### config.mk
export PLATFORM = sky130hd
export DESIGN_NAME = dma_abt_top
export DESIGN_NICKNAME = d
export VERILOG_FILES = /design/src/rtl/dma_abt_pkg.sv /design/src/rtl/dma_abt_rstsync.sv /design/src/rtl/dma_abt_dbgport.sv /design/src/rtl/dma_abt_mgr.sv /design/src/rtl/dma_abt_chan.sv /design/src/rtl/dma_abt_top.sv
export SDC_FILE = /design/constraint.sdc
export NUM_CORES = 1
export LEC_CHECK = 0
export BUFFER_PORTS_ARGS = -buffer_cell sky130_fd_sc_hd__buf_2
export CAP_MARGIN = 40
export CELL_PAD_IN_SITES_DETAIL_PLACEMENT = 1
export CELL_PAD_IN_SITES_GLOBAL_PLACEMENT = 1
export CORE_MARGIN = 2
export CORE_UTILIZATION = 39
export DETAILED_ROUTE_END_ITERATION = 8
export MAX_ROUTING_LAYER = met4
export PLACE_DENSITY = 0.94
export SETUP_SLACK_MARGIN = 0.4
export SLEW_MARGIN = 20
export SYNTH_ARGS = -nofsm -noshare
export SYNTH_HDL_FRONTEND = slang
export SYNTH_HIERARCHICAL = 1
export SYNTH_SLANG_ARGS = --single-unit
### constraint.sdc
create_clock -name clk -period 6.8 [get_ports clk]
set_input_delay 0.34 -clock clk [delete_from_list [all_inputs] [get_ports clk]]
set_output_delay 0.34 -clock clk [all_outputs]
set_load 0.02 [all_outputs]
### src/rtl/dma_abt_pkg.sv
package dma_abt_pkg;
  typedef enum logic [1:0] {
    TS_STOP  = 2'd0,
    TS_EXEC  = 2'd1,
    TS_FCOMP = 2'd2,
    TS_FAULT = 2'd3
  } thr_state_e;

  localparam logic [7:0] OP_KILL = 8'h01;
endpackage

### src/rtl/dma_abt_rstsync.sv
module dma_abt_rstsync (
  input  logic clk,
  input  logic rst_n,
  output logic rst_n_sync
);
  logic [1:0] sync_q;

  always_ff @(posedge clk or negedge rst_n) begin
    if (!rst_n) sync_q <= 2'b00;
    else        sync_q <= {sync_q[0], 1'b1};
  end

  assign rst_n_sync = sync_q[1];
endmodule

### src/rtl/dma_abt_dbgport.sv
module dma_abt_dbgport #(
  parameter int CH_W = 2,
  parameter int DW   = 9 + CH_W
) (
  input  logic            clk,
  input  logic            rst_n,
  input  logic            wr,
  input  logic            addr,
  input  logic [DW-1:0]   wdata,
  output logic            kill_vld,
  output logic            kill_to_ch,
  output logic [CH_W-1:0] kill_idx
);
  import dma_abt_pkg::*;

  logic [7:0]      op_q;
  logic            to_ch_q;
  logic [CH_W-1:0] idx_q;
  logic            inst_en;

  assign inst_en = wr && !addr;

  always_ff @(posedge clk or negedge rst_n) begin
    if (!rst_n) begin
      op_q    <= 8'h00;
      to_ch_q <= 1'b0;
      idx_q   <= '0;
    end else if (inst_en) begin
      op_q    <= wdata[7:0];
      to_ch_q <= wdata[8];
      idx_q   <= wdata[8+CH_W:9];
    end
  end

  // the command executes the instruction held before this write
  assign kill_vld   = wr && addr && wdata[0] && (op_q == OP_KILL);
  assign kill_to_ch = to_ch_q;
  assign kill_idx   = idx_q;
endmodule

### src/rtl/dma_abt_mgr.sv
module dma_abt_mgr #(
  parameter int CAUSE_W = 4
) (
  input  logic               clk,
  input  logic               rst_n,
  input  logic               go,
  input  logic               abort,
  input  logic [CAUSE_W-1:0] abort_cause,
  input  logic               kill,
  output logic [1:0]         state,
  output logic [CAUSE_W-1:0] cause
);
  import dma_abt_pkg::*;

  thr_state_e         st_q, st_d;
  logic [CAUSE_W-1:0] cause_q;
  logic               cause_en;

  assign cause_en = (st_q == TS_EXEC) && abort;

  always_comb begin
    st_d = st_q;
    case (st_q)
      TS_STOP:  if (go)    st_d = TS_EXEC;
      TS_EXEC:  if (abort) st_d = TS_FAULT;
      TS_FCOMP: st_d = TS_FAULT;
      TS_FAULT: if (kill)  st_d = TS_STOP;
      default:  st_d = TS_STOP;
    endcase
  end

  always_ff @(posedge clk or negedge rst_n) begin
    if (!rst_n) st_q <= TS_STOP;
    else        st_q <= st_d;
  end

  always_ff @(posedge clk or negedge rst_n) begin
    if (!rst_n)        cause_q <= '0;
    else if (cause_en) cause_q <= abort_cause;
  end

  assign state = st_q;
  assign cause = cause_q;

  // manager skips the draining state
  a_r3_mgr_direct_fault: assert property (@(posedge clk) disable iff (!rst_n)
    (st_q == TS_EXEC && abort) |=> (st_q == TS_FAULT));

  // kill outside Faulting leaves the manager running
  a_r8_mgr_kill_exec: assert property (@(posedge clk) disable iff (!rst_n)
    (st_q == TS_EXEC && kill && !abort) |=> (st_q == TS_EXEC));
endmodule

### src/rtl/dma_abt_chan.sv
module dma_abt_chan #(
  parameter int PC_W    = 16,
  parameter int CAUSE_W = 4,
  parameter int OST_W   = 3
) (
  input  logic               clk,
  input  logic               rst_n,
  input  logic               go,
  input  logic               go_ns,
  input  logic [PC_W-1:0]    go_pc,
  input  logic               abort,
  input  logic               abort_precise,
  input  logic [CAUSE_W-1:0] abort_cause,
  input  logic [PC_W-1:0]    abort_pc,
  input  logic [OST_W-1:0]   outstanding,
  input  logic               kill,
  output logic [1:0]         state,
  output logic [CAUSE_W-1:0] cause,
  output logic [PC_W-1:0]    pc,
  output logic               ns,
  output logic               ns_valid,
  output logic               quiesce,
  output logic               cache_inv
);
  import dma_abt_pkg::*;

  thr_state_e         st_q, st_d;
  logic [PC_W-1:0]    pc_q, pc_d;
  logic               pc_en;
  logic [CAUSE_W-1:0] cause_q;
  logic               ns_q;
  logic               inv_q;
  logic               start_ok, abort_ok;

  assign start_ok = (st_q == TS_STOP) && go;
  assign abort_ok = (st_q == TS_EXEC) && abort;

  always_comb begin
    st_d = st_q;
    case (st_q)
      TS_STOP:  if (start_ok)           st_d = TS_EXEC;
      TS_EXEC:  if (abort_ok)           st_d = TS_FCOMP;
      TS_FCOMP: if (outstanding == '0)  st_d = TS_FAULT;
      TS_FAULT: if (kill)               st_d = TS_STOP;
      default:  st_d = TS_STOP;
    endcase
  end

  always_comb begin
    pc_en = 1'b0;
    pc_d  = pc_q;
    if (start_ok) begin
      pc_en = 1'b1;
      pc_d  = go_pc;
    end else if (abort_ok && abort_precise) begin
      pc_en = 1'b1;
      pc_d  = abort_pc;
    end
  end

  always_ff @(posedge clk or negedge rst_n) begin
    if (!rst_n) begin
      st_q  <= TS_STOP;
      inv_q <= 1'b0;
    end else begin
      st_q  <= st_d;
      inv_q <= abort_ok;
    end
  end

  always_ff @(posedge clk or negedge rst_n) begin
    if (!rst_n)     pc_q <= '0;
    else if (pc_en) pc_q <= pc_d;
  end

  always_ff @(posedge clk or negedge rst_n) begin
    if (!rst_n)        cause_q <= '0;
    else if (abort_ok) cause_q <= abort_cause;
  end

  always_ff @(posedge clk or negedge rst_n) begin
    if (!rst_n)        ns_q <= 1'b0;
    else if (start_ok) ns_q <= go_ns;
  end

  assign state     = st_q;
  assign cause     = cause_q;
  assign pc        = pc_q;
  assign ns_valid  = (st_q != TS_STOP);
  assign ns        = ns_q && ns_valid;
  assign quiesce   = (st_q == TS_FCOMP);
  assign cache_inv = inv_q;

  // abort lands in FaultCompleting with the invalidate pulse
  a_r1_enter_fcomp: assert property (@(posedge clk) disable iff (!rst_n)
    abort_ok |=> (st_q == TS_FCOMP && cache_inv));

  // drain holds while transactions remain
  a_r2_drain_hold: assert property (@(posedge clk) disable iff (!rst_n)
    (st_q == TS_FCOMP && outstanding != '0) |=> (st_q == TS_FCOMP));

  // drain ends when none remain
  a_r2_drain_exit: assert property (@(posedge clk) disable iff (!rst_n)
    (st_q == TS_FCOMP && outstanding == '0) |=> (st_q == TS_FAULT));

  // imprecise abort keeps the program counter
  a_r6_imprecise_pc: assert property (@(posedge clk) disable iff (!rst_n)
    (abort_ok && !abort_precise) |=> $stable(pc_q));

  // kill while draining is ignored
  a_r8_kill_fcomp: assert property (@(posedge clk) disable iff (!rst_n)
    (st_q == TS_FCOMP && outstanding != '0 && kill) |=> (st_q == TS_FCOMP));
endmodule

### src/rtl/dma_abt_top.sv
module dma_abt_top #(
  parameter int NUM_CH  = 4,
  parameter int PC_W    = 16,
  parameter int CAUSE_W = 4,
  parameter int OST_W   = 3,
  parameter int NUM_EV  = 4,
  parameter int NUM_PR  = 4,
  parameter int CH_W    = (NUM_CH > 1) ? $clog2(NUM_CH) : 1,
  parameter int DW      = 9 + CH_W
) (
  input  logic                      clk,
  input  logic                      rst_n,
  input  logic                      cfg_mgr_ns,
  input  logic [NUM_EV-1:0]         cfg_irq_ns,
  input  logic [NUM_PR-1:0]         cfg_periph_ns,
  input  logic                      mgr_go,
  input  logic                      mgr_abort,
  input  logic [CAUSE_W-1:0]        mgr_abort_cause,
  input  logic                      go_valid,
  input  logic [CH_W-1:0]           go_ch,
  input  logic                      go_ns,
  input  logic [PC_W-1:0]           go_pc,
  input  logic [NUM_CH-1:0]         ch_abort,
  input  logic [NUM_CH-1:0]         ch_abort_precise,
  input  logic [NUM_CH*CAUSE_W-1:0] ch_abort_cause,
  input  logic [NUM_CH*PC_W-1:0]    ch_abort_pc,
  input  logic [NUM_CH*OST_W-1:0]   ch_outstanding,
  input  logic                      s_wr,
  input  logic                      s_addr,
  input  logic [DW-1:0]             s_wdata,
  input  logic                      ns_wr,
  input  logic                      ns_addr,
  input  logic [DW-1:0]             ns_wdata,
  output logic [1:0]                mgr_state,
  output logic                      mgr_fault,
  output logic [CAUSE_W-1:0]        mgr_cause,
  output logic                      mgr_ns,
  output logic [NUM_EV-1:0]         irq_ns,
  output logic [NUM_PR-1:0]         periph_ns,
  output logic [NUM_CH*2-1:0]       ch_state,
  output logic [NUM_CH-1:0]         ch_fault,
  output logic [NUM_CH*CAUSE_W-1:0] ch_cause,
  output logic [NUM_CH*PC_W-1:0]    ch_pc,
  output logic [NUM_CH-1:0]         ch_ns,
  output logic [NUM_CH-1:0]         ch_ns_valid,
  output logic [NUM_CH-1:0]         ch_quiesce,
  output logic [NUM_CH-1:0]         ch_cache_inv,
  output logic                      irq_abort
);
  import dma_abt_pkg::*;

  localparam int NPORT = 2;  // index 0 secure, 1 non-secure

  logic rst_n_i;

  dma_abt_rstsync u_rst (.clk(clk), .rst_n(rst_n), .rst_n_sync(rst_n_i));

  // configuration capture on first edge after reset release
  logic              cap_done_q;
  logic              mgr_ns_q;
  logic [NUM_EV-1:0] irq_ns_q;
  logic [NUM_PR-1:0] periph_ns_q;

  always_ff @(posedge clk or negedge rst_n_i) begin
    if (!rst_n_i) begin
      cap_done_q  <= 1'b0;
      mgr_ns_q    <= 1'b0;
      irq_ns_q    <= '0;
      periph_ns_q <= '0;
    end else if (!cap_done_q) begin
      cap_done_q  <= 1'b1;
      mgr_ns_q    <= cfg_mgr_ns;
      irq_ns_q    <= cfg_irq_ns;
      periph_ns_q <= cfg_periph_ns;
    end
  end

  assign mgr_ns    = mgr_ns_q;
  assign irq_ns    = irq_ns_q;
  assign periph_ns = periph_ns_q;

  // debug register ports
  logic [NPORT-1:0]     p_wr, p_addr, p_kv, p_toch;
  logic [DW-1:0]        p_wdata [NPORT];
  logic [CH_W-1:0]      p_idx   [NPORT];

  assign p_wr[0]    = s_wr;
  assign p_addr[0]  = s_addr;
  assign p_wdata[0] = s_wdata;
  assign p_wr[1]    = ns_wr;
  assign p_addr[1]  = ns_addr;
  assign p_wdata[1] = ns_wdata;

  for (genvar p = 0; p < NPORT; p++) begin : g_port
    dma_abt_dbgport #(.CH_W(CH_W), .DW(DW)) u_dbg (
      .clk(clk), .rst_n(rst_n_i),
      .wr(p_wr[p]), .addr(p_addr[p]), .wdata(p_wdata[p]),
      .kill_vld(p_kv[p]), .kill_to_ch(p_toch[p]), .kill_idx(p_idx[p])
    );
  end

  // manager thread
  logic mgr_kill_s, mgr_kill_ns, mgr_kill;

  assign mgr_kill_s  = p_kv[0] && !p_toch[0];
  assign mgr_kill_ns = p_kv[1] && !p_toch[1];
  assign mgr_kill    = mgr_kill_s || (mgr_kill_ns && mgr_ns_q);

  dma_abt_mgr #(.CAUSE_W(CAUSE_W)) u_mgr (
    .clk(clk), .rst_n(rst_n_i),
    .go(mgr_go), .abort(mgr_abort), .abort_cause(mgr_abort_cause),
    .kill(mgr_kill), .state(mgr_state), .cause(mgr_cause)
  );

  assign mgr_fault = (mgr_state == TS_FAULT);

  // channel threads
  for (genvar i = 0; i < NUM_CH; i++) begin : g_ch
    logic ch_go, ch_kill;

    assign ch_go   = go_valid && (go_ch == CH_W'(i));
    assign ch_kill = (p_kv[0] && p_toch[0] && p_idx[0] == CH_W'(i)) ||
                     (p_kv[1] && p_toch[1] && p_idx[1] == CH_W'(i) && ch_ns[i]);

    dma_abt_chan #(.PC_W(PC_W), .CAUSE_W(CAUSE_W), .OST_W(OST_W)) u_ch (
      .clk(clk), .rst_n(rst_n_i),
      .go(ch_go), .go_ns(go_ns), .go_pc(go_pc),
      .abort(ch_abort[i]), .abort_precise(ch_abort_precise[i]),
      .abort_cause(ch_abort_cause[i*CAUSE_W +: CAUSE_W]),
      .abort_pc(ch_abort_pc[i*PC_W +: PC_W]),
      .outstanding(ch_outstanding[i*OST_W +: OST_W]),
      .kill(ch_kill),
      .state(ch_state[i*2 +: 2]),
      .cause(ch_cause[i*CAUSE_W +: CAUSE_W]),
      .pc(ch_pc[i*PC_W +: PC_W]),
      .ns(ch_ns[i]), .ns_valid(ch_ns_valid[i]),
      .quiesce(ch_quiesce[i]), .cache_inv(ch_cache_inv[i])
    );

    assign ch_fault[i] = ch_state[i*2+1];

    // a channel abort raises the interrupt
    a_r4_ch_irq: assert property (@(posedge clk) disable iff (!rst_n_i)
      (ch_state[i*2 +: 2] == TS_EXEC && ch_abort[i]) |=> irq_abort);
  end

  assign irq_abort = mgr_fault || (|ch_fault);

  // a manager abort raises the interrupt
  a_r4_mgr_irq: assert property (@(posedge clk) disable iff (!rst_n_i)
    (mgr_state == TS_EXEC && mgr_abort) |=> irq_abort);

  // non-secure kill of a secure faulting manager has no effect
  a_r9_ns_mgr_blocked: assert property (@(posedge clk) disable iff (!rst_n_i)
    (mgr_state == TS_FAULT && mgr_kill_ns && !mgr_ns_q && !mgr_kill_s)
      |=> (mgr_state == TS_FAULT));
endmodule

==> impl_summary.log, run 1 <==
INFO  metric share_of_cells_above_drive_strength_1 = 0.4623
INFO  metric min_period_over_period = 0.3576
INFO  metric layout.cells.most_common = buf_2
INFO  metric dp_cells = 1033
INFO  metric clkLatencyLatePin = 0.41 ns
INFO  metric fin_crit = 2.432 ns
INFO  metric mappedNetlistArea = 6461 sq um
INFO  metric synthesis.area_per_instance = 11.92 sq um
INFO  metric placed_area = 8078 sq um
INFO  metric ant_nets = 0
INFO  metric seq_power_share = 0.342
INFO  metric vdd_ir_drop_max = 0.1857 mV
INFO  metric fp.coreArea = 16410 sq um
INFO  metric totalNegativeSetupSlack = 0 ns
INFO  metric p_int = 2.294 mW
INFO  metric gp_congestion = 0.8086
INFO  metric floorplan.io_pins = 288
INFO  metric grt_start_max_net_pins = 62
INFO  metric yosysWarnings = 6
INFO  metric worst_ep_arrival_time = 2.72 ns
INFO  metric totalWireLength = 20.76 mm
INFO  metric synth_nets = 728
INFO  metric switchingPower = 1.560 mW
INFO  metric grt.total_usage = 0.2457
INFO  metric synth_sequential_area_ratio = 0.5267
INFO  metric finalNetCount = 1021
INFO  metric rr_startpoint = g_port[0].u_dbg/op_q[1]$_DFFE_PN0P_
INFO  metric final_design_area_no_fill = 8703 sq um
INFO  metric worstPathRequired = 7.09 ns
INFO  metric power-per-cell-area = 442.8 nW/um^2
INFO  metric final-setup-viol-count = 0
INFO  metric cts_resized = 0
INFO  metric rrSetupSlack = 4.37 ns
INFO  metric vias_per_cell = 4.998
INFO  metric clock_power_share = 0.234
INFO  metric maximum_net_fanout_on_the_critical_path = 3
INFO  metric tightestPinTransition = 0.7535 ns
INFO  metric post_cts.repair.setup_buffers = 0
INFO  metric root_buffer = clkbuf_16
INFO  metric drt_pre_antenna_iters = 4
INFO  metric total_number_of_vias = 5353
INFO  metric number_of_distinct_library_cells_after_synthesis = 36
INFO  metric power = 3.854 mW
INFO  metric status = complete, no violations
INFO  metric overall_die_area = 17610 sq um
INFO  metric max-cap-violations = 0
INFO  metric worstSetupPathType = flop to flop
INFO  metric total_count_of_hold_check_failures_in_the_final_report = 0
INFO  metric layout.filler_cells = 1870
INFO  metric cts_tree = built
INFO  metric clock_tree.buffer_depth = 2
INFO  metric relSlewSlack = 0.4966
INFO  metric start_util = 0.3938
INFO  metric hpwlAfterDp = 16.15 mm
INFO  metric clock.fmax = 0.4113 GHz
INFO  metric drt_first_iter_violations = 246
INFO  metric power_switching_share = 0.4047
INFO  metric setup_repair_after_global_routing_missed_its_margin = no
INFO  metric worst_setup_hold_path_clk_slew = 0.06 ns
INFO  metric chipHeight = 132.7 um
INFO  metric number_of_global_route_vias_before_repair = 5850
INFO  metric final_max_slew_viol_count = 0
INFO  metric hp-start = cfg_irq_ns[0]
INFO  metric globalRouteOverflowTotal = 0
INFO  metric yosys_register_bits = 136
INFO  metric leakage_dissipation = 4.854 nW
INFO  metric share_comb_of_total_power = 0.423
INFO  metric antenna_violations_before_repair = 2
INFO  metric timing.critical_path.to_type = flop
INFO  metric areaGrowthSynthToFinish = 34.70%
INFO  metric remaining_drcs = 0
INFO  metric io_port_bufs = 287
INFO  metric cts_made_buffers = 17
INFO  metric leading_cell_types_in_the_layout_fill_and_taps_excluded = buf_2, dfrtp_1, nand2_1
INFO  metric grt_first_pass_wirelength = 32.03 mm
INFO  metric holdCritPathClass = input port to flop
INFO  metric synthCells = 542
INFO  metric finish.cell_count_without_fillers = 1071
INFO  metric clock_sink_count = 136
INFO  metric ctsHtreeMaxLevel = 4
INFO  metric number_of_standard_cell_rows_in_the_floorplan = 47
INFO  metric crit_path_start_kind = flop
INFO  metric die_width = 132.7 um
INFO  metric fin_skew = 0.008794 ns
INFO  metric route.detailed.wl_per_inst = 19.38 um
INFO  metric startpoint = g_port[0].u_dbg/op_q[1]$_DFFE_PN0P_
final cells by class:
type | count | area [sq um] | share of cell area
Antenna cell | 3 | 7.507 | 0.0008626
Clock buffer | 23 | 447.9 | 0.05147
Clock inverter | 9 | 125.1 | 0.01438
Inverter | 23 | 86.33 | 0.009919
Multi-Input combinational cell | 360 | 2800 | 0.3217
Sequential cell | 136 | 3407 | 0.3915
Tap cell | 220 | 275.3 | 0.03163
Timing Repair Buffer | 297 | 1554 | 0.1786
per-stage QoR:
stage	util	hold slack, ns	worst slack, ns
final	0.5305	0.1508	4.368
after global routing	0.5303	0.1296	4.174
after CTS	0.5279	0.1324	4.379
after detailed placement	0.4923	0.1254	4.406
after global placement	0.4902	0.1255	4.444
after floorplan	-	0.04441	2.730
what timing repair did:
item / in CTS / in global routing
endpoints found under the setup margin: 0 / 0
hold buffers: 1 / 0
endpoints found under the hold margin: 2 / 0
worst max-delay path, cell delays in order, from the launching register on:
cell and delay [ns]:
dfrtp_1 0.37, or4_4 0.53, nor3_2 0.23, nand2_1 0.14, o32ai_1 0.39, nand2b_1 0.19
nand4_1 0.12, mux2_1 0.34
state kept, by name, indices dropped and copies added (netlist names):
signal                   flops
u_mgr/cause                  4
mgr_ns                       1
periph_ns                    4
g_port.u_dbg/op_q           16
g_ch.u_ch/cause             16
u_rst/sync_q                 2
g_ch.u_ch/cache_inv          4
g_ch.u_ch/pc                64
u_mgr/state                  2
g_ch.u_ch/ns_q               4
cap_done_q                   1
g_ch.u_ch/state              8
irq_ns                       4
g_port.u_dbg/kill_idx        4
g_port.u_dbg/kill_to_ch      2
synth_stat cells:
library cell	count	area, sq um
nor3b_1	1	7.510
o22ai_1	3	18.77
buf_4	10	75.07
a21boi_0	4	30.03
o21ai_1	44	220.2
mux2i_1	65	650.6
nand2b_1	15	93.84
a222oi_1	1	10.01
mux2_1	7	78.83
nor2_1	5	18.77
and2b_2	4	35.03
dfrtp_1	136	3403
nor2b_1	2	12.51
buf_2	8	40.04
and2_1	1	6.260
o32ai_1	2	17.52
nand2_4	4	45.04
nor3_2	2	20.02
mux2_2	44	495.5
nor4_1	1	6.260
buf_6	5	56.30
nand2_1	74	277.8
o31ai_1	4	30.03
and3b_1	1	8.760
conb_1	2	7.510
nand3b_1	1	7.510
mux2_4	9	135.1
or4_4	2	22.52
ha_1	23	287.8
and3_1	1	6.260
or3_1	2	12.51
nand3_1	2	10.01
o21ai_0	20	100.1
a32oi_2	4	65.06
nand4_1	10	62.56
inv_1	23	86.33
layer usage:
| metal | global-route usage | share of wire | up-vias |
|---|---|---|---|
| met5 | - | 0 | - |
| met2 | 0.4093 | 0.51 | 192 |
| li1 | - | - | 2471 |
| met1 | 0.2945 | 0.42 | 2652 |
| met4 | 0.08722 | 0.026 | 0 |
| met3 | 0.05402 | 0.047 | 38 |
path summary, 6_finish.rpt:
path | end | cells past startpoint
worst max register to register | g_ch[1].u_ch/state[1]$_DFFE_PN0P_ | 7
max in group asynchronous | g_ch[1].u_ch/pc[3]$_DFFE_PN0P_ | 3
worst max-delay path | g_ch[1].u_ch/state[1]$_DFFE_PN0P_ | 7
worst min-delay path | irq_ns[0]$_DFFE_PN0N_ | 2
worst min register to register | g_ch[0].u_ch/pc[9]$_DFFE_PN0P_ | 0
min in group asynchronous | g_ch[0].u_ch/pc[9]$_DFFE_PN0P_ | 0
power by group through the flow:
stage / sequential, mW / clock (mW) / combinational (mW)
floorplan: 1.65 / 0 / 0.697
global placement: 1.30 / 0 / 1.55
detailed placement: 1.33 / 0 / 1.62
CTS: 1.32 / 0.930 / 1.64
global route: 1.36 / 0.962 / 1.76
finish: 1.32 / 0.904 / 1.63
cells by family (layout without fill, tap and decap cells):
kind of cell    count (synthesis)  count (layout)  synth area share
flops                         136             136            0.5267
simple gates                  128             128            0.1011
mux                           125             125            0.2105
compound gates                 82              82           0.07611
buf+inv                        46             352           0.03989
fa+ha+maj                      23              23           0.04454
other cells                     2               5          0.001162
No activity file was read; power rests on OpenSTA's default activity.
==> run 2, diff against run 1 <==
--- a/config.mk
+++ b/config.mk
@@ -5,15 +5,16 @@
 export SDC_FILE = /design/constraint.sdc
 export NUM_CORES = 1
 export LEC_CHECK = 0
+export ABC_AREA = 1
 export BUFFER_PORTS_ARGS = -buffer_cell sky130_fd_sc_hd__buf_2
 export CAP_MARGIN = 40
 export CELL_PAD_IN_SITES_DETAIL_PLACEMENT = 1
 export CELL_PAD_IN_SITES_GLOBAL_PLACEMENT = 1
 export CORE_MARGIN = 2
-export CORE_UTILIZATION = 39
+export CORE_UTILIZATION = 34
 export DETAILED_ROUTE_END_ITERATION = 8
 export MAX_ROUTING_LAYER = met4
-export PLACE_DENSITY = 0.94
+export PLACE_DENSITY = 0.88
 export SETUP_SLACK_MARGIN = 0.4
 export SLEW_MARGIN = 20
 export SYNTH_ARGS = -nofsm -noshare
==> constraint.sdc (replaced) <==
create_clock -name clk -period 2.55 [get_ports clk]
set_input_delay 0.1275 -clock clk [delete_from_list [all_inputs] [get_ports clk]]
set_output_delay 0.1275 -clock clk [all_outputs]
set_load 0.02 [all_outputs]
==> impl_summary.log, run 2 <==
INFO  metric worst_ep_arrival_time = 2.25 ns
INFO  metric setup_repair_after_global_routing_missed_its_margin = no
INFO  metric synth_sequential_area_ratio = 0.4682
INFO  metric gp_congestion = 0.8504
INFO  metric final-setup-viol-count = 0
INFO  metric grt_util_met2 = 0.4493
INFO  metric holdCritPathClass = input port to flop
INFO  metric leakage_dissipation = 5.876 nW
INFO  metric die_width = 150.2 um
INFO  metric cts_made_buffers = 17
INFO  metric rrSetupSlack = 0.60 ns
INFO  metric tightestPinTransition = 0.5505 ns
INFO  metric grt.total_usage = 0.2591
INFO  metric final_max_slew_viol_count = 0
INFO  metric synthMostInstantiatedCell = nand2_1
INFO  metric r2r-end = g_ch[1].u_ch/state[0]$_DFFE_PN0P_
INFO  metric ant_nets = 0
INFO  metric dominantRegCellSynth = dfrtp_1
INFO  metric hp-start = ns_wdata[0]
INFO  metric root_buffer = clkbuf_16
INFO  metric yosysWarnings = 6
INFO  metric synthCells = 953
INFO  metric power-per-cell-area = 1076 nW/um^2
INFO  metric power_switching_share = 0.4611
INFO  metric fin_skew = 0.01303 ns
INFO  metric globalRouteOverflowTotal = 0
INFO  metric maximum_net_fanout_on_the_critical_path = 3
INFO  metric grt_util_met3 = 0.05364
INFO  metric grt_first_pass_wirelength = 43.86 mm
INFO  metric p_int = 5.906 mW
INFO  metric timing.reg2reg.worst_path_depth = 16
INFO  metric synthesis.area_per_instance = 7.627 sq um
INFO  metric remaining_drcs = 0
INFO  metric yosys_register_bits = 136
INFO  metric number_of_global_route_vias_before_repair = 8450
INFO  metric route.detailed.wl_per_inst = 17.80 um
INFO  metric vias_per_cell = 4.907
INFO  metric start_util = 0.3458
INFO  metric final_design_area_no_fill = 10180 sq um
INFO  metric seq_power_share = 0.324
INFO  metric share_of_cells_above_drive_strength_1 = 0.2953
INFO  metric totalWireLength = 28.41 mm
INFO  metric leading_cell_types_in_the_layout_fill_and_taps_excluded = nand2_1, buf_2, nand3_1
INFO  metric ctsHtreeMaxLevel = 4
INFO  metric totalNegativeSetupSlack = 0 ns
INFO  metric min_period_over_period = 0.7632
INFO  metric areaGrowthSynthToFinish = 40.13%
INFO  metric drt_first_iter_violations = 345
INFO  metric total_count_of_hold_check_failures_in_the_final_report = 0
INFO  metric clock.fmax = 0.5138 GHz
INFO  metric timing.critical_path.to = g_ch[1].u_ch/state[0]$_DFFE_PN0P_
INFO  metric post_cts.repair.setup_buffers = 0
INFO  metric mappedNetlistArea = 7268 sq um
INFO  metric clkLatencyLatePin = 0.42 ns
INFO  metric worst_setup_hold_path_clk_slew = 0.07 ns
INFO  metric status = complete, no violations
INFO  metric floorplan.io_pins = 288
INFO  metric overall_die_area = 22560 sq um
INFO  metric io_port_bufs = 287
INFO  metric antenna_violations_before_repair = 4
INFO  metric post_synth_most_frequent_cells = nand2_1, nand3_1, dfrtp_1, inv_1, nor2_1
INFO  metric crit_path_start_kind = flop
INFO  metric placed_area = 8835 sq um
INFO  metric max-cap-violations = 0
INFO  metric largest_reg_flops = 64
INFO  metric total_number_of_vias = 7832
INFO  metric relSlewSlack = 0.6330
INFO  metric share_comb_of_total_power = 0.458
INFO  metric finalNetCount = 1487
INFO  metric number_of_standard_cell_rows_in_the_floorplan = 53
INFO  metric synth_top_area_share = 0.4682
INFO  metric startpoint = g_port[1].u_dbg/op_q[1]$_DFFE_PN0P_
INFO  metric groute.layer.met1.usage = 0.2851
INFO  metric cts_tree = built
INFO  metric chipHeight = 150.2 um
INFO  metric yosysTopAreaCell = dfrtp_1
INFO  metric drt_pre_antenna_iters = 4
INFO  metric worstSetupPathType = flop to flop
INFO  metric post_synth_main_area_contributors = dfrtp_1, nand2_1, nand3_1, ha_1, inv_1
INFO  metric power = 10.96 mW
INFO  metric fp.coreArea = 21020 sq um
INFO  metric ys_async_sr_fraction = 1.000
INFO  metric worstPathRequired = 2.85 ns
INFO  metric global_route.peak_usage_layer = met2
INFO  metric switchingPower = 5.053 mW
INFO  metric clock_tree.buffer_depth = 2
INFO  metric hpwlAfterDp = 19.57 mm
INFO  metric clock_sink_count = 136
INFO  metric synth_enable_flop_cells = 0
INFO  metric clock_power_share = 0.219
INFO  metric number_of_distinct_library_cells_after_synthesis = 24
INFO  metric layout.cells.most_common = nand2_1
INFO  metric fin_crit = 1.946 ns
INFO  metric vdd_ir_drop_max = 0.5815 mV
INFO  metric grt_start_max_net_pins = 66
INFO  metric rr_startpoint = g_port[1].u_dbg/op_q[1]$_DFFE_PN0P_
INFO  metric synth_nets = 1139
INFO  metric timing.critical_path.to_type = flop
[run 2: repair_timing]
item,in CTS,in global routing
setup endpoints to repair,0,7
hold buffers,77,0
endpoints found under the hold margin,74,0
resized for setup,0,2
[run 2: cell type report]
| cell class | count | area, sq um |
|---|---|---|
| multi-input cells | 698 | 3263 |
| diodes | 7 | 17.52 |
| well taps | 275 | 344.1 |
| fillers | 2663 | 10840 |
| inverters | 73 | 284.0 |
| repair buffers | 375 | 2302 |
| clock inverters | 15 | 131.4 |
| flip-flops and latches | 136 | 3417 |
| clock buffers | 17 | 425.4 |
[run 2: logic make-up after synthesis]
| logic type | after synthesis | share of synthesized area |
|---|---|---|
| and+or+nand+nor | 651 | 0.3846 |
| DFF | 136 | 0.4682 |
| buffers and inverters | 119 | 0.08762 |
| adders and majority gates | 23 | 0.03959 |
| AOI/OAI and AO/OA | 22 | 0.01894 |
| other | 2 | 0.001033 |
[run 2: how the worst min path moves through the flow]
stage | endpoint | slack, ns | depth (start not counted)
after floorplan | u_rst/sync_q[0]$_DFF_PN0_ | -0.17 | 0
after global placement | u_rst/sync_q[0]$_DFF_PN0_ | -0.08 | 1
after detailed placement | u_rst/sync_q[0]$_DFF_PN0_ | -0.08 | 1
after CTS | u_mgr/cause[1]$_DFFE_PN0P_ | 0.0003 | 3
after global routing | g_port[1].u_dbg/op_q[0]$_DFFE_PN0P_ | 0.003 | 3
final | g_port[1].u_dbg/op_q[0]$_DFFE_PN0P_ | 0.007 | 3
[run 2: layer usage]
metal | up-vias | part of all wire
met5 | - | 0
met4 | 0 | 0.038
met3 | 74 | 0.055
met2 | 285 | 0.52
met1 | 3793 | 0.39
li1 | 3680 | -
[run 2: stage by stage]
| step | instances | util | setup WS (ns) | hold WS, ns |
|---|---|---|---|---|
| after floorplan | 953 | - | 0.4355 | -0.1681 |
| after global placement | 1480 | 0.4203 | 0.7221 | -0.08316 |
| after detailed placement | 1480 | 0.4203 | 0.6475 | -0.07953 |
| after CTS | 1589 | 0.4834 | 0.5849 | 0.0003069 |
| after global routing | 1593 | 0.4841 | 0.4237 | 0.002947 |
| final | 1596 | 0.4845 | 0.6038 | 0.006959 |
[run 2: critical path, cell delays in order (launching register included)]
cell	delay, ns
dfrtp_1	0.38
inv_1	0.10
nand2_1	0.07
nor2_1	0.13
nand2_1	0.09
nor2_2	0.13
nand2_1	0.09
nor2_1	0.15
nand2_1	0.08
nand2_1	0.06
inv_1	0.04
nand2_1	0.05
nand2_1	0.05
nor2_1	0.17
nand2_1	0.10
nand2_1	0.09
nand2_1	0.06
[run 2: power groups by stage]
stage	logic (mW)	registers (mW)	clock network (mW)
2_1_floorplan	2.34	4.36	0
3_3_place_gp	4.68	3.52	0
3_5_place_dp	4.87	3.56	0
4_1_cts	5.00	3.53	2.44
5_1_grt	5.52	3.64	2.55
6_report	5.02	3.55	2.39
==> run 3, diff against run 2 <==
==> constraint.sdc (replaced) <==
create_clock -name clk -period 1.81 [get_ports clk]
set_input_delay 0.0905 -clock clk [delete_from_list [all_inputs] [get_ports clk]]
set_output_delay 0.0905 -clock clk [all_outputs]
set_load 0.02 [all_outputs]
==> impl_summary.log, run 3 (synthesis gave the netlist of run 2 again) <==
INFO  metric number_of_global_route_vias_before_repair = 9958
INFO  metric clock_tree.buffer_depth = 2
INFO  metric grt.total_usage = 0.3405
INFO  metric root_buffer = clkbuf_16
INFO  metric placed_area = 9000 sq um
INFO  metric min_period_over_period = 1.135
INFO  metric status = finished, violations left
INFO  metric worst_setup_hold_path_clk_slew = 0.08 ns
INFO  metric fin_skew = 0.01839 ns
INFO  metric utilization = 0.6676
INFO  metric power-per-cell-area = 1593 nW/um^2
INFO  metric overall_die_area = 22560 sq um
INFO  metric clock_sink_count = 136
INFO  metric timing.critical_path.to_type = flop
INFO  metric ctsHtreeMaxLevel = 4
INFO  metric total_number_of_vias = 9966
INFO  metric hp-start = s_wr
INFO  metric drt_pre_antenna_iters = 5
INFO  metric leading_cell_types_in_the_layout_fill_and_taps_excluded = nand2_1, buf_2, dlygate4sd3_1
INFO  metric total_count_of_hold_check_failures_in_the_final_report = 0
INFO  metric fin_crit = 2.054 ns
INFO  metric floorplan.io_pins = 288
INFO  metric chipHeight = 150.2 um
INFO  metric worstSetupPathType = flop to flop
INFO  metric layout.cells.most_common = nand2_1
INFO  metric route.detailed.wl_per_inst = 27.16 um
INFO  metric areaGrowthSynthToFinish = 93.08%
INFO  metric setup_slack = -0.2439 ns
INFO  metric share_of_cells_above_drive_strength_1 = 0.5198
INFO  metric register_area = 3420 sq um
INFO  metric drt_first_iter_violations = 590
INFO  metric grt_first_pass_wirelength = 55.97 mm
INFO  metric fp.coreArea = 21020 sq um
INFO  metric relSlewSlack = 0.5741
INFO  metric whs = 0.02986 ns
INFO  metric crit_path_start_kind = flop
INFO  metric power = 22.36 mW
INFO  metric cts_tree = built
INFO  metric ant_nets = 0
INFO  metric leakage_dissipation = 7.166 nW
INFO  metric die_width = 150.2 um
INFO  metric grt_start_max_net_pins = 36
INFO  metric totalWireLength = 48.19 mm
INFO  metric finalNetCount = 1666
INFO  metric maximum_net_fanout_on_the_critical_path = 5
INFO  metric number_of_standard_cell_rows_in_the_floorplan = 53
INFO  metric holdCritPathClass = input port to flop
INFO  metric vias_per_cell = 5.618
INFO  metric setup_repair_after_global_routing_missed_its_margin = yes
INFO  metric globalRouteOverflowTotal = 0
INFO  metric io_port_bufs = 287
INFO  metric largest_reg_flops = 64
INFO  metric final_design_area_no_fill = 14030 sq um
INFO  metric start_util = 0.3458
INFO  metric final_max_slew_viol_count = 0
INFO  metric cts_made_buffers = 17
INFO  metric failing_checks = negative setup slack
INFO  metric final-setup-viol-count = 11
INFO  metric layout.filler_cells = 2326
INFO  metric timing.reg2reg.worst_path_depth = 14
INFO  metric remaining_drcs = 0
INFO  metric hpwlAfterDp = 19.89 mm
INFO  metric clock.fmax = 0.4869 GHz
INFO  metric worstPathRequired = 2.14 ns
INFO  metric tightestPinTransition = 0.6388 ns
INFO  metric gp_congestion = 0.8368
INFO  metric max-cap-violations = 0
INFO  metric rr_startpoint = g_port[0].u_dbg/op_q[4]$_DFFE_PN0P_
INFO  metric antenna_violations_before_repair = 6
INFO  metric clkLatencyLatePin = 0.45 ns
INFO  metric startpoint = g_port[0].u_dbg/op_q[4]$_DFFE_PN0P_
INFO  metric worst_ep_arrival_time = 2.38 ns
INFO  metric totalNegativeSetupSlack = -1.301 ns
INFO  metric multiInputGateArea = 4979 sq um
INFO  metric hold_path_depth = 3
INFO  metric vdd_ir_drop_max = 0.8073 mV
run 3: cell count changes in the layout (fill, tap and decap cells not counted), moves of 28 or more:
cell           before  now
nand2_8             0   28
nand2_4            14   45
nand3_1           158   92
nand3_2             1   58
nand2_2             6  110
buf_4              10   47
nand2_1           416  269
dlygate4sd3_1      77  127
buf_6               0   61
run 3: final timing paths:
check                                                     endpoint  slack [ns]
max                              g_ch[1].u_ch/state[0]$_DFFE_PN0P_       -0.24
min                        g_port[0].u_dbg/kill_idx[0]$_DFFE_PN0P_        0.03
max reg2reg                      g_ch[1].u_ch/state[0]$_DFFE_PN0P_       -0.24
min reg2reg                      g_ch[0].u_ch/cause[3]$_DFFE_PN0P_        0.31
max in group asynchronous           g_ch[3].u_ch/pc[0]$_DFFE_PN0P_        0.90
min in group asynchronous        g_ch[0].u_ch/cause[3]$_DFFE_PN0P_        0.31
run 3: per-layer routing:
metal  vias to the layer above  wire [um]  track usage
met1                      4953      17000       0.3754
li1                       4078          -            -
met4                         0       3479       0.1599
met5                         -          0            -
met2                       698      24210       0.6027
met3                       237       3506      0.05333
run 3: repair_timing:
action | CTS | global route
cloned | 12 | 9
gates resized for setup | 192 | 308
hold buffers | 127 | 0
setup endpoints to repair | 88 | 100
hold endpoints to repair | 117 | 0
buffers inserted | 54 | 44
pin swaps | 56 | 110
run 3: critical path, stage by stage (launching register included):
cell and delay [ns]:
dfrtp_1 0.41, inv_1 0.11, nand2_1 0.07, nor2_1 0.11, nand2_1 0.10, nor2_4 0.19
nand4_1 0.19, nand2_1 0.15, inv_1 0.05, nand2_1 0.09, nand2_2 0.07, nor2_4 0.16
nand2_2 0.09, nand2_1 0.09, nand2_1 0.06
run 3: cell type report:
class / instances / area share
Clock buffer: 19 / 0.03156
Multi-Input combinational cell: 714 / 0.3548
Sequential cell: 136 / 0.2437
Antenna cell: 6 / 0.001070
Timing Repair Buffer: 538 / 0.3116
Clock inverter: 13 / 0.01025
Tap cell: 275 / 0.02452
Inverter: 73 / 0.02256
run 3: through the flow:
stage	setup slack, ns	cells
final	-0.2439	1774
after global placement	0.09522	1488
after floorplan	-0.05763	953
after CTS	-0.02145	1713
after global routing	-0.3252	1774
after detailed placement	-0.1412	1488
run 3: power breakdown:
group	switching (mW)	internal [mW]	total (mW)
registers	1.01	4.19	5.21
logic	7.85	5.57	13.4
clock network	1.65	2.08	3.73
total	10.5	11.9	22.4
